## config.mk

```make
export PLATFORM = sky130hd
export DESIGN_NAME = spi_sck_gen
export DESIGN_NICKNAME = d
export VERILOG_FILES = /design/src/rtl/spi_sck_gen.sv
export SDC_FILE = /design/constraint.sdc
export NUM_CORES = 1
export LEC_CHECK = 0
export CAP_MARGIN = 20
export CORE_ASPECT_RATIO = 0.75
export CORE_MARGIN = 5
export CORE_UTILIZATION = 44
export CTS_CLUSTER_SIZE = 12
export DETAILED_ROUTE_END_ITERATION = 16
export PLACE_DENSITY = 0.7
export RECOVER_POWER = 50
export REMOVE_ABC_BUFFERS = 1
export SLEW_MARGIN = 20
export SYNTH_ARGS = -nofsm -noshare
export SYNTH_HDL_FRONTEND = slang
export SYNTH_SLANG_ARGS = --single-unit
export TNS_END_PERCENT = 5
```

## constraint.sdc

```tcl
create_clock -name clk -period 3.2 [get_ports clk]
set_input_delay 0.8 -clock clk [delete_from_list [all_inputs] [get_ports clk]]
set_output_delay 0.8 -clock clk [all_outputs]
set_load 0.005 [all_outputs]
```

## src/rtl/spi_sck_gen.sv

```systemverilog
module spi_sck_gen #(
  parameter int DIV_W = 8,
  parameter int EXP_W = 4
) (
  input  logic             clk,
  input  logic             rst_n,
  input  logic             en,
  input  logic             cfg_wr,
  input  logic             cfg_lin,
  input  logic [DIV_W-1:0] cfg_div,
  input  logic             cfg_cpol,
  input  logic             cfg_cpha,
  output logic             sck,
  output logic             shift_stb,
  output logic             sample_stb
);
  localparam int PW    = 2 ** EXP_W;
  localparam int CNT_W = (PW > DIV_W + 1) ? PW : DIV_W + 1;

  logic             lin_q, cpol_q, cpha_q;
  logic [DIV_W-1:0] div_q;
  logic [CNT_W-1:0] cnt, half_m1;
  logic             lvl;
  logic             hit;
  logic             lead_smp;

  always_ff @(posedge clk) begin
    if (!rst_n) begin
      lin_q  <= 1'b0;
      div_q  <= '0;
      cpol_q <= 1'b0;
      cpha_q <= 1'b0;
    end else if (cfg_wr && !en) begin
      lin_q  <= cfg_lin;
      div_q  <= cfg_div;
      cpol_q <= cfg_cpol;
      cpha_q <= cfg_cpha;
    end
  end

  assign half_m1 = lin_q ? CNT_W'(div_q)
                         : (CNT_W'(1) << div_q[EXP_W-1:0]) - CNT_W'(1);
  assign hit      = en && (cnt == half_m1);
  assign lead_smp = ~lvl ^ cpha_q;

  always_ff @(posedge clk) begin
    if (!rst_n || !en) begin
      cnt        <= '0;
      lvl        <= 1'b0;
      shift_stb  <= 1'b0;
      sample_stb <= 1'b0;
    end else begin
      cnt        <= hit ? '0 : cnt + CNT_W'(1);
      lvl        <= lvl ^ hit;
      sample_stb <= hit && lead_smp;
      shift_stb  <= hit && !lead_smp;
    end
  end

  assign sck = cpol_q ^ lvl;
endmodule


```

==> impl_metrics.py <==
metrics = {
    "synthesis": {
        "synth_top_area_share_pct": 32.65,
        "synthTopCellsByArea": "dfxtp_1 33%, xor2_1 8.1%, nand2_1 6.7%",
        "postSynthCellCount": 225,
        "ys_ff_latch": 30,
        "synthTopCellsByCount": "33 x nand2_1, 30 x dfxtp_1, 25 x nor2_1",
        "syn_area_sq_mm": 0.001839,
        "ys_seq_area_share_pct": 32.65,
        "synth_largest_area_cell": "dfxtp_1",
        "synth_async_sr_flop_share_pct": 0,
        "ys.flop_type": "dfxtp_1",
        "synth_area_per_cell_sq_um": 8.175,
        "yosysMostFrequentCell": "nand2_1",
        "synth_edf_count": 0,
        "synth_warnings": 0,
        "synth_cell_type_count": 49,
    },
    "worst_setup_path": {
        "arrival_ps": 3130,
        "endpoint_kind": "register",
        "cp-start-kind": "register",
        "crit_fanout": 16,
        "critical_path_required_ps": 3370,
        "worst-setup-path-type": "register to register",
    },
    "global_routing": {
        "gr-total-overflow": 0,
        "grt_pass1_vias": 1369,
        "track_usage_pct": 15.22,
        "grt_max_degree": 19,
        "grt_pass1_wl_um": 6748,
        "antenna_found_initial": 0,
    },
    "sta": {
        "drv_slew": 0,
        "fin_crit_ps": 2956,
        "fin_crit_sh_pct": 92.37,
        "setup_tns_ps": 0,
        "finalClockSkew_ps": 8.493,
        "rsz0062_at_grt": "false",
        "slew_headroom_pct": 52.21,
        "setup_viol": 0,
        "tightest_slew_ps": 715.4,
        "clock.fmax_mhz": 338.3,
        "hold_viol_final": 0,
    },
    "floorplan": {
        "io_pins": 18,
        "die_x_um": 84.66,
        "start_util_pct": 45.37,
        "die_area_sq_mm": 0.005586,
        "die_y_um": 65.99,
        "rows": 20,
        "core_sq_mm": 0.004054,
    },
    "route": {
        "drt_iter0_markers": 140,
        "dr.pass1.iters": 4,
        "vias": 1580,
        "via_per_inst": 5.302,
        "drc": 0,
        "drtAntennaViolNets": 0,
        "routed_wl_um": 3993,
        "drt-wirelength-per-cell_um": 13.40,
    },
    "outcome": {
        "status": "finished clean",
    },
    "power_and_ir_drop": {
        "power.density_mw_per_mm2": 406.2,
        "fin_total_pwr_mw": 0.8696,
        "p_leak_nw": 0.7728,
        "p_clk_share_pct": 37.3,
        "p_int_mw": 0.6335,
        "ir_drop_uv": 161.9,
        "power_frac_comb_pct": 18.0,
        "netSwitchingFraction_pct": 27.16,
        "seq_power_share_pct": 44.7,
        "p_sw_mw": 0.2362,
    },
    "clock_tree": {
        "numCtsBuffers": 5,
        "postCtsHoldBufs": 0,
        "clk_path_buf_depth": 2,
        "clk_pin_slew_ps": 70,
        "cts_resized": 0,
        "h-tree-depth": 2,
        "clock-sinks": 30,
        "clock_latency_ps": 290,
        "postCtsSetupBuffers": 0,
        "cts_tree": "yes",
        "root_buffer": "clkbuf_8",
    },
    "layout": {
        "diodes": 0,
        "areaGrowthSynthToFinish_pct": 16.39,
        "final_nets": 259,
        "nFillCells": 404,
        "drive_gt1_share_pct": 9.465,
    },
    "placed_design": {
        "hpwl_um": 3068,
        "gp_routability_congestion": 0.8384,
        "port-buffer-count": 17,
    },
    "flow_run": {
        "maxCapViolations": 0,
    },
    "worst_hold_path": {
        "worstHoldPathType": "register to register",
    },
}
worst max-delay path: stages, from the launching register on:
cell	delay, ps
dfxtp_1	310
or2_1	260
or3_1	320
ha_1	270
nor2b_1	160
a22o_1	200
or3_1	340
a222oi_1	350
buf_4	190
a31o_2	330
nor2_1	100
cells by family (layout without fill, tap and decap cells):
kind of cell,count (synthesis),in the layout,share of synthesized area [%]
and+or+nand+nor,97,97,26.33
AOI/OAI and AO/OA,43,43,18.30
DFF,30,30,32.65
xor gates and xnor gates,28,28,13.33
buffers and inverters,23,41,6.871
adders and majority gates,2,2,1.360
muxes,2,2,1.156
area by class of cell:
cell class / instances / area [sq um] / share of cell area (%)
clock buffers: 6 / 82.58 / 3.857
clock inverters: 2 / 12.51 / 0.5845
inverters: 6 / 22.52 / 1.052
multi-input cells: 172 / 1112 / 51.96
flip-flops and latches: 30 / 600.6 / 28.05
well taps: 55 / 68.82 / 3.214
repair buffers: 27 / 241.5 / 11.28
power by group through the flow:
| stage | clock network (mW) | registers (mW) | logic, mW |
|---|---|---|---|
| after detailed placement | 0 | 0.398 | 0.160 |
| after floorplan | 0 | 0.402 | 0.0908 |
| after global routing | 0.353 | 0.390 | 0.174 |
| final | 0.324 | 0.389 | 0.157 |
| after global placement | 0 | 0.397 | 0.158 |
| after CTS | 0.332 | 0.389 | 0.160 |
sequential cells by signal (all words and copies together), names as in the netlist:
signal	count
lvl	1
div_q	8
sample_stb	1
shift_stb	1
cnt	16
cpha_q	1
cpol_q	1
lin_q	1
cell usage in the layout (no fill, tap or decap), types with 2 or more instances in the layout:
master and count:
o21bai_1 2, a21boi_0 11, a2111oi_2 2, or3_1 5, o2bb2ai_1 2, ha_1 2
nor3_1 2, nor2_1 25, o21ai_0 4, dlygate4sd3_1 4, nor2b_1 4, nand4_1 4
xnor2_1 11, a31o_2 2, xor2_1 17, nand2_1 33, dfxtp_1 30, o211ai_1 2
nor3b_1 3, buf_4 9, and4_1 2, clkbuf_8 6, clkdlybuf4s50_1 13, o2111ai_1 3
nand3_1 8, nand3b_1 2, a211o_1 2, inv_1 6, a21oi_1 4
per-stage QoR:
step	area, sq um	utilization [%]	worst slack (ps)	instances	hold slack, ps
after global routing	2141	52.81	61.06	298	492.7
after global placement	2049	50.56	268.6	290	453.3
after floorplan	1735	-	225.3	208	440.1
after detailed placement	2049	50.56	255.7	290	459.1
after CTS	2145	52.90	246.1	298	468.4
final	2141	52.81	244.2	298	466.1
layer usage:
layer	part of all wire (%)	global-route usage, %
met4	0.88	5.336
met5	0	0
met1	49	22.94
met2	41	20.51
met3	9.5	3.861
worst paths after layout:
kind         slack, ps     start  cells after the start       end
min reg2reg        470  div_q[7]                      2  div_q[7]
min                470  div_q[7]                      2  div_q[7]
max reg2reg        240  div_q[0]                     10   cnt[13]
max                240  div_q[0]                     10   cnt[13]
Power figures use the tool's default switching activity.
